[config.mk]
export PLATFORM = sky130hd
export DESIGN_NAME = dual_alarm_match
export DESIGN_NICKNAME = d
export VERILOG_FILES = /design/src/rtl/dual_alarm_pkg.sv /design/src/rtl/alarm_field_match.sv /design/src/rtl/alarm_unit.sv /design/src/rtl/alarm_irq_router.sv /design/src/rtl/dual_alarm_match.sv
export SDC_FILE = /design/constraint.sdc
export NUM_CORES = 1
export LEC_CHECK = 0
export ABC_AREA = 1
export BUFFER_PORTS_ARGS = -buffer_cell sky130_fd_sc_hd__buf_4
export CORE_MARGIN = 3
export CORE_UTILIZATION = 50
export DETAILED_ROUTE_END_ITERATION = 6
export PLACE_DENSITY = 0.74
export RECOVER_POWER = 25
export SYNTH_ARGS = -nofsm -noshare
export SYNTH_HDL_FRONTEND = slang
export SYNTH_HIERARCHICAL = 1
export SYNTH_SLANG_ARGS = --single-unit
[constraint.sdc]
create_clock -name clk -period 4.1 [get_ports clk]
set_input_delay 0 -clock clk [delete_from_list [all_inputs] [get_ports clk]]
set_output_delay 0 -clock clk [all_outputs]
set_load 0.05 [all_outputs]
[src/rtl/dual_alarm_pkg.sv]
// Shared constants for the dual alarm comparator.
// Assumes byte-wide registers and a 7-bit register address space.
package dual_alarm_pkg;
    localparam int DATA_W     = 8;
    localparam int ADDR_W     = 7;
    localparam int TIME_W     = 7;
    localparam int NUM_FIELDS = 4;
    localparam int NUM_ALARMS = 2;
    localparam int FIELD_IDX_W = $clog2(NUM_FIELDS);

    // Address map: alarms are contiguous, four fields each.
    localparam logic [ADDR_W-1:0] ALM_BASE  = 7'h07;
    localparam logic [ADDR_W-1:0] CTRL_ADDR = 7'h0F;
    localparam logic [ADDR_W-1:0] STAT_ADDR = 7'h10;
    localparam int ALM_SPAN = NUM_FIELDS * NUM_ALARMS;

    // Bit positions inside fields and the control byte.
    localparam int WILD_BIT  = 7;
    localparam int ROUTE_BIT = 2;

    typedef logic [DATA_W-1:0] field_t;
    typedef logic [TIME_W-1:0] tval_t;
endpackage

[src/rtl/alarm_field_match.sv]
// One alarm field compare: matches when the wildcard bit is set or the
// low seven bits equal the current time value.
// Assumes the time input is already aligned to the field's low bits.
module alarm_field_match
    import dual_alarm_pkg::*;
(
    input  field_t fld,
    input  tval_t  now_val,
    output logic   hit
);
    // Wildcard or exact equality of the value bits.
    always_comb begin
        hit = fld[WILD_BIT] || (fld[TIME_W-1:0] == now_val);
    end
endmodule

[src/rtl/alarm_unit.sv]
// One alarm: four field registers, a comparator per field and the
// pending flag. A match on a tick wins over a clear in the same cycle.
// Assumes wr_en and rd_clr are already decoded for this alarm.
module alarm_unit
    import dual_alarm_pkg::*;
(
    input  logic                             clk,
    input  logic                             rst_n,
    input  logic                             tick,
    input  tval_t  [NUM_FIELDS-1:0]          now_vals,
    input  logic                             wr_en,
    input  logic   [FIELD_IDX_W-1:0]         wr_idx,
    input  field_t                           wr_data,
    input  logic                             rd_clr,
    input  logic                             st_clr,
    output field_t [NUM_FIELDS-1:0]          fields,
    output logic                             flag
);
    field_t [NUM_FIELDS-1:0] fld_q;
    logic   [NUM_FIELDS-1:0] hits;
    logic                    all_hit;

    // Field storage and per-field comparators.
    genvar gi;
    generate
        for (gi = 0; gi < NUM_FIELDS; gi++) begin : g_field
            // Hold the field value written by the host.
            always_ff @(posedge clk) begin
                if (!rst_n) begin
                    fld_q[gi] <= '0;
                end else if (wr_en && (wr_idx == FIELD_IDX_W'(gi))) begin
                    fld_q[gi] <= wr_data;
                end
            end

            alarm_field_match u_match (
                .fld     (fld_q[gi]),
                .now_val (now_vals[gi]),
                .hit     (hits[gi])
            );
        end
    endgenerate

    // All fields must agree for the alarm to fire.
    always_comb begin
        all_hit = &hits;
    end

    // Pending flag: set on tick with match, else cleared by host action.
    always_ff @(posedge clk) begin
        if (!rst_n) begin
            flag <= 1'b0;
        end else if (tick && all_hit) begin
            flag <= 1'b1;
        end else if (rd_clr || st_clr) begin
            flag <= 1'b0;
        end
    end

    assign fields = fld_q;
endmodule

[src/rtl/alarm_irq_router.sv]
// Combines flags with enables and steers them onto two active-low pins.
// With the route bit clear every request lands on pin 0; with it set,
// alarm 1 moves to pin 1. Assumes exactly two alarms.
module alarm_irq_router
    import dual_alarm_pkg::*;
(
    input  logic [NUM_ALARMS-1:0] flags,
    input  logic [NUM_ALARMS-1:0] enables,
    input  logic                  route_split,
    output logic                  irq0_n,
    output logic                  irq1_n
);
    logic [NUM_ALARMS-1:0] req;

    // Gate each flag with its enable, then pick pins.
    always_comb begin
        req    = flags & enables;
        irq0_n = !(req[0] || (req[1] && !route_split));
        irq1_n = !(req[1] && route_split);
    end
endmodule

[src/rtl/dual_alarm_match.sv]
// Top of the dual alarm comparator: address decode, control byte,
// registered read data, two alarm units and the interrupt router.
// Assumes sec_tick is a single-cycle pulse and the time inputs are
// stable in that cycle. Unmapped reads return zero; unmapped writes
// are dropped.
module dual_alarm_match
    import dual_alarm_pkg::*;
(
    input  logic              clk,
    input  logic              rst_n,
    input  logic              sec_tick,
    input  logic [TIME_W-1:0] now_sec,
    input  logic [TIME_W-1:0] now_min,
    input  logic [TIME_W-1:0] now_hour,
    input  logic [TIME_W-1:0] now_wday,
    input  logic              reg_wr,
    input  logic              reg_rd,
    input  logic [ADDR_W-1:0] reg_addr,
    input  logic [DATA_W-1:0] reg_wdata,
    output logic [DATA_W-1:0] reg_rdata,
    output logic              irq0_n,
    output logic              irq1_n
);
    localparam logic [ADDR_W-1:0] ALM_LAST = ALM_BASE + ADDR_W'(ALM_SPAN - 1);

    tval_t  [NUM_FIELDS-1:0]                 now_vals;
    field_t [NUM_ALARMS-1:0][NUM_FIELDS-1:0] alm_fields;
    logic   [NUM_ALARMS-1:0]                 flag_q;
    logic   [NUM_ALARMS-1:0]                 alm_hit;
    logic   [NUM_ALARMS-1:0]                 st_clr;
    logic   [ADDR_W-1:0]                     alm_off;
    logic                                    in_alm_range;
    logic   [FIELD_IDX_W-1:0]                fld_idx;
    field_t                                  ctrl_q;
    field_t                                  rd_mux;

    // Pack the time inputs in field order: seconds, minutes, hours, day.
    always_comb begin
        now_vals[0] = now_sec;
        now_vals[1] = now_min;
        now_vals[2] = now_hour;
        now_vals[3] = now_wday;
    end

    // Decode the alarm window into alarm number and field index.
    always_comb begin
        in_alm_range = (reg_addr >= ALM_BASE) && (reg_addr <= ALM_LAST);
        alm_off      = reg_addr - ALM_BASE;
        fld_idx      = alm_off[FIELD_IDX_W-1:0];
    end

    genvar ai;
    generate
        for (ai = 0; ai < NUM_ALARMS; ai++) begin : g_alarm
            // Per-alarm select and status-write clear.
            always_comb begin
                alm_hit[ai] = in_alm_range &&
                    (alm_off[ADDR_W-1:FIELD_IDX_W] == (ADDR_W-FIELD_IDX_W)'(ai));
                st_clr[ai]  = reg_wr && (reg_addr == STAT_ADDR) && !reg_wdata[ai];
            end

            alarm_unit u_alarm (
                .clk      (clk),
                .rst_n    (rst_n),
                .tick     (sec_tick),
                .now_vals (now_vals),
                .wr_en    (reg_wr && alm_hit[ai]),
                .wr_idx   (fld_idx),
                .wr_data  (reg_wdata),
                .rd_clr   (reg_rd && alm_hit[ai]),
                .st_clr   (st_clr[ai]),
                .fields   (alm_fields[ai]),
                .flag     (flag_q[ai])
            );
        end
    endgenerate

    // Control byte storage.
    always_ff @(posedge clk) begin
        if (!rst_n) begin
            ctrl_q <= '0;
        end else if (reg_wr && (reg_addr == CTRL_ADDR)) begin
            ctrl_q <= reg_wdata;
        end
    end

    // Select the byte the host is reading.
    always_comb begin
        rd_mux = '0;
        if (in_alm_range) begin
            for (int a = 0; a < NUM_ALARMS; a++) begin
                if (alm_hit[a]) begin
                    rd_mux = alm_fields[a][fld_idx];
                end
            end
        end else if (reg_addr == CTRL_ADDR) begin
            rd_mux = ctrl_q;
        end else if (reg_addr == STAT_ADDR) begin
            rd_mux = DATA_W'(flag_q);
        end
    end

    // Register read data on the read strobe and hold it otherwise.
    always_ff @(posedge clk) begin
        if (!rst_n) begin
            reg_rdata <= '0;
        end else if (reg_rd) begin
            reg_rdata <= rd_mux;
        end
    end

    alarm_irq_router u_router (
        .flags       (flag_q),
        .enables     (ctrl_q[NUM_ALARMS-1:0]),
        .route_split (ctrl_q[ROUTE_BIT]),
        .irq0_n      (irq0_n),
        .irq1_n      (irq1_n)
    );
endmodule

==> impl_metrics.csv <==
group,metric,value,unit
detailed_routing,wl_per_cell,14.7,microns
synthesis,netlist_area,5480,sq um
synthesis,ys_seq_elements,82,
finish,drive_above_1_share,8.53,%
setup_path,worstPathCellList,"buf_4 -> ha_1 -> nand2_1 -> nand3_1 -> nand2_4 -> nor2_1 -> nand2_1 -> nor2_2 -> nand3_1 -> nand2_1 -> a21oi_1",
setup_path,regToRegEndpoint,"g_alarm[0].u_alarm/flag",
global_route,track_usage,26.4,%
timing,rsz0062_at_grt,"no",
clock_tree,cts_buffers,9,
global_route,overflow,0,
setup_path,slowest_stage,"nor2_1",
timing,maxSlewViolCount,0,
clock_tree,clk_pin_slew,0.09,ns
floorplan,ios,58,
worst_hold_path,hold_path_class,"in -> reg",
power,leakage,0.00297,uW
finish,nNetsFinal,1032,
floorplan,initial_core_util,52.1,%
detailed_routing,viasPerCell,5.17,
finish,syn_to_final_growth,12.2,%
setup_path,cpMostUsedCell,"nand2_1",
detailed_routing,num_vias,5797,
clock_tree,h-tree-depth,3,
synthesis,synth_cells,935,
finish,num_antenna_cells,0,
setup_path,cp_slowest_stage_delay,0.79,ns
power,powerDensity,295,nW/um^2
synthesis,syn-mean-instance-area,5.86,sq um
setup_path,critPathArrivalTime,3.25,ns
worst_hold_path,min_to,"g_alarm[1].u_alarm/fields[24]",
timing,fin_skew,0.00464,ns
synthesis,synth_warnings,6,
clock_tree,cts_tree,"yes",
finish,fin_util,58.5,%
finish,layout_common_cells,"nand2_1, nor2_1, inv_1",
detailed_routing,drtIter0Drc,752,
timing,max-slew-margin-rel,32.3,%
setup_path,critPathTopFamily,"simple AND/OR/NAND/NOR gates",
timing,setup_viol,0,
setup_path,criticalPathCategory,"in -> reg",
setup_path,required,4.35,ns
setup_path,r2r-start,"g_alarm[0].u_alarm/fields[22]",
detailed_routing,route.detailed.drc,0,
timing,final_hold_viol_count,0,
global_route,grt_pass1_vias,5002,
timing,fmax,334,MHz
global_route,grt_max_degree,60,
global_route,grt_pass1_wl,26.3,mm
floorplan,num_rows,37,
setup_path,rr_worst_depth,10,
setup_path,cp-start-kind,"input pin",
timing,timing.final.crit_period,2.99,ns
global_route,antenna_found_initial,0,
clock_tree,clock-root-buffer,"clkbuf_8",
clock_tree,clock_latency,0.36,ns
worst_hold_path,hold_path_startpoint,"reg_wdata[0]",
detailed_routing,drt-total-wl,16.5,mm
worst_hold_path,holdPathStages,3,
floorplan,dieHeight,111,microns
synthesis,yosysUniqueCellTypes,33,
floorplan,core-area,10500,sq um
setup_path,critPathBufInv,1,
timing,fin_crit_sh,73.0,%
setup_path,crit_fanout,36,
clock_tree,cts-resized-gates,0,
floorplan,die-area,12300,sq um
floorplan,chipWidth,111,microns
setup_path,cp-end-kind,"register",
placement,place_hpwl,11.8,mm
placement,io_buffers,57,
detailed_routing,drtAntennaViolNets,0,
outcome,outcome,"completed",
setup_path,r2r_setup_slack,2.74,ns
clock_tree,clkSinkCount,82,
power,ir_worst_vdd,223,uV
placement,gp_congestion,0.967,
flow_run,max-cap-violations,0,
detailed_routing,drtPass1Iterations,6,
synthesis,synth_nets,986,
finish,final_common_cell,"nand2_1",
timing,worst_pin_slew,1.01,ns
timing,setup_tns,0,ns
synthesis,ys_seq_area_share,30.0,%
clock_tree,clockBufferDepth,2,
[how the worst max path moves through the flow]
| stage | startpoint | to | cells after the start |
|---|---|---|---|
| floorplan | reg_addr[0] | g_alarm[1].u_alarm/fields[16] | 16 |
| detailed placement | reg_addr[0] | g_alarm[0].u_alarm/fields[25] | 11 |
| global route | reg_addr[0] | g_alarm[1].u_alarm/fields[26] | 11 |
| global placement | reg_addr[0] | g_alarm[1].u_alarm/fields[28] | 11 |
| CTS | reg_addr[0] | g_alarm[0].u_alarm/fields[29] | 11 |
| finish | reg_addr[0] | g_alarm[0].u_alarm/fields[29] | 11 |
[synth_stat cells]
master / n / area [sq um]
inv_2: 3 / 11.3
a31oi_1: 6 / 37.5
nand2_4: 1 / 11.3
buf_8: 1 / 15.0
nor2_2: 3 / 18.8
inv_1: 145 / 544
a21oi_2: 1 / 8.76
nand3b_1: 16 / 120
xnor2_1: 8 / 70.1
nand2_1: 284 / 1070
nand4_1: 26 / 163
nor2_8: 1 / 20.0
nor3_4: 1 / 16.3
xor2_2: 1 / 16.3
nor2_1: 180 / 676
clkbuf_1: 13 / 48.8
o21ai_0: 34 / 170
clkinv_1: 3 / 11.3
xor2_1: 8 / 70.1
o21ai_1: 8 / 40.0
nor2_4: 1 / 11.3
buf_6: 4 / 45.0
nand3_4: 4 / 70.1
nand2_2: 3 / 18.8
nand3_2: 2 / 20.0
buf_2: 9 / 45.0
ha_1: 3 / 37.5
o22ai_1: 16 / 100
a21oi_1: 34 / 170
dfxtp_1: 82 / 1640
buf_4: 6 / 45.0
or2_2: 1 / 6.26
nand3_1: 27 / 135
[registers in the layout, summed over array words and instances, names as in the netlist]
name / flops
g_alarm.u_alarm/flag: 2
g_alarm.u_alarm/fields: 64
reg_rdata: 8
ctrl_q: 8
[logic make-up after synthesis]
logic type | count (synthesis) | share of synthesized area, %
DFF | 82 | 30.0
xor gates and xnor gates | 17 | 2.85
and+or+nand+nor | 550 | 42.9
AOI/OAI and AO/OA | 99 | 9.61
buffers and inverters | 184 | 14.0
adders and majority gates | 3 | 0.685
[per-stage QoR]
step / worst slack [ns] / hold WS [ns] / instance area [sq um] / instances / power [uW]
after detailed placement: 1.49 / 0.364 / 5910 / 1099 / 1090
after floorplan: 1.78 / 0.135 / 5480 / 935 / 989
after CTS: 1.85 / 0.00182 / 6220 / 1121 / 1810
final: 1.11 / 0.0115 / 6150 / 1121 / 1810
after global routing: 0.793 / 0.0178 / 6150 / 1121 / 1880
after global placement: 1.52 / 0.354 / 5910 / 1099 / 1090
[power breakdown]
group	switching, uW	internal [uW]
logic	184	92.3
clock network	315	417
registers	3.46	800
total	502	1310
[layout make-up]
| type | count | area [sq um] |
|---|---|---|
| Fill cell | 1096 | 4360 |
| Multi-Input combinational cell | 669 | 3040 |
| Sequential cell | 82 | 1640 |
| Inverter | 151 | 567 |
| Timing Repair Buffer | 68 | 490 |
| Tap cell | 136 | 170 |
| Clock buffer | 10 | 138 |
| Clock inverter | 5 | 103 |
[routing by layer]
layer  part of all wire [%]  global-route usage (%)
met1                     45                    38.1
met2                     44                    40.8
met3                    9.1                    4.09
met4                    2.0                    7.22
met5                      0                       0
[timing repair]
item / CTS / global route
endpoints found under the hold margin: 18 / 0
setup buffers: 0 / 0
hold buffers: 7 / 0
[worst min-delay path, cell delays in order]
cell,delay [ns]
buf_4,0.18
nand4_1,0.08
a21oi_1,0.05
No activity file was read; power rests on OpenSTA's default activity.
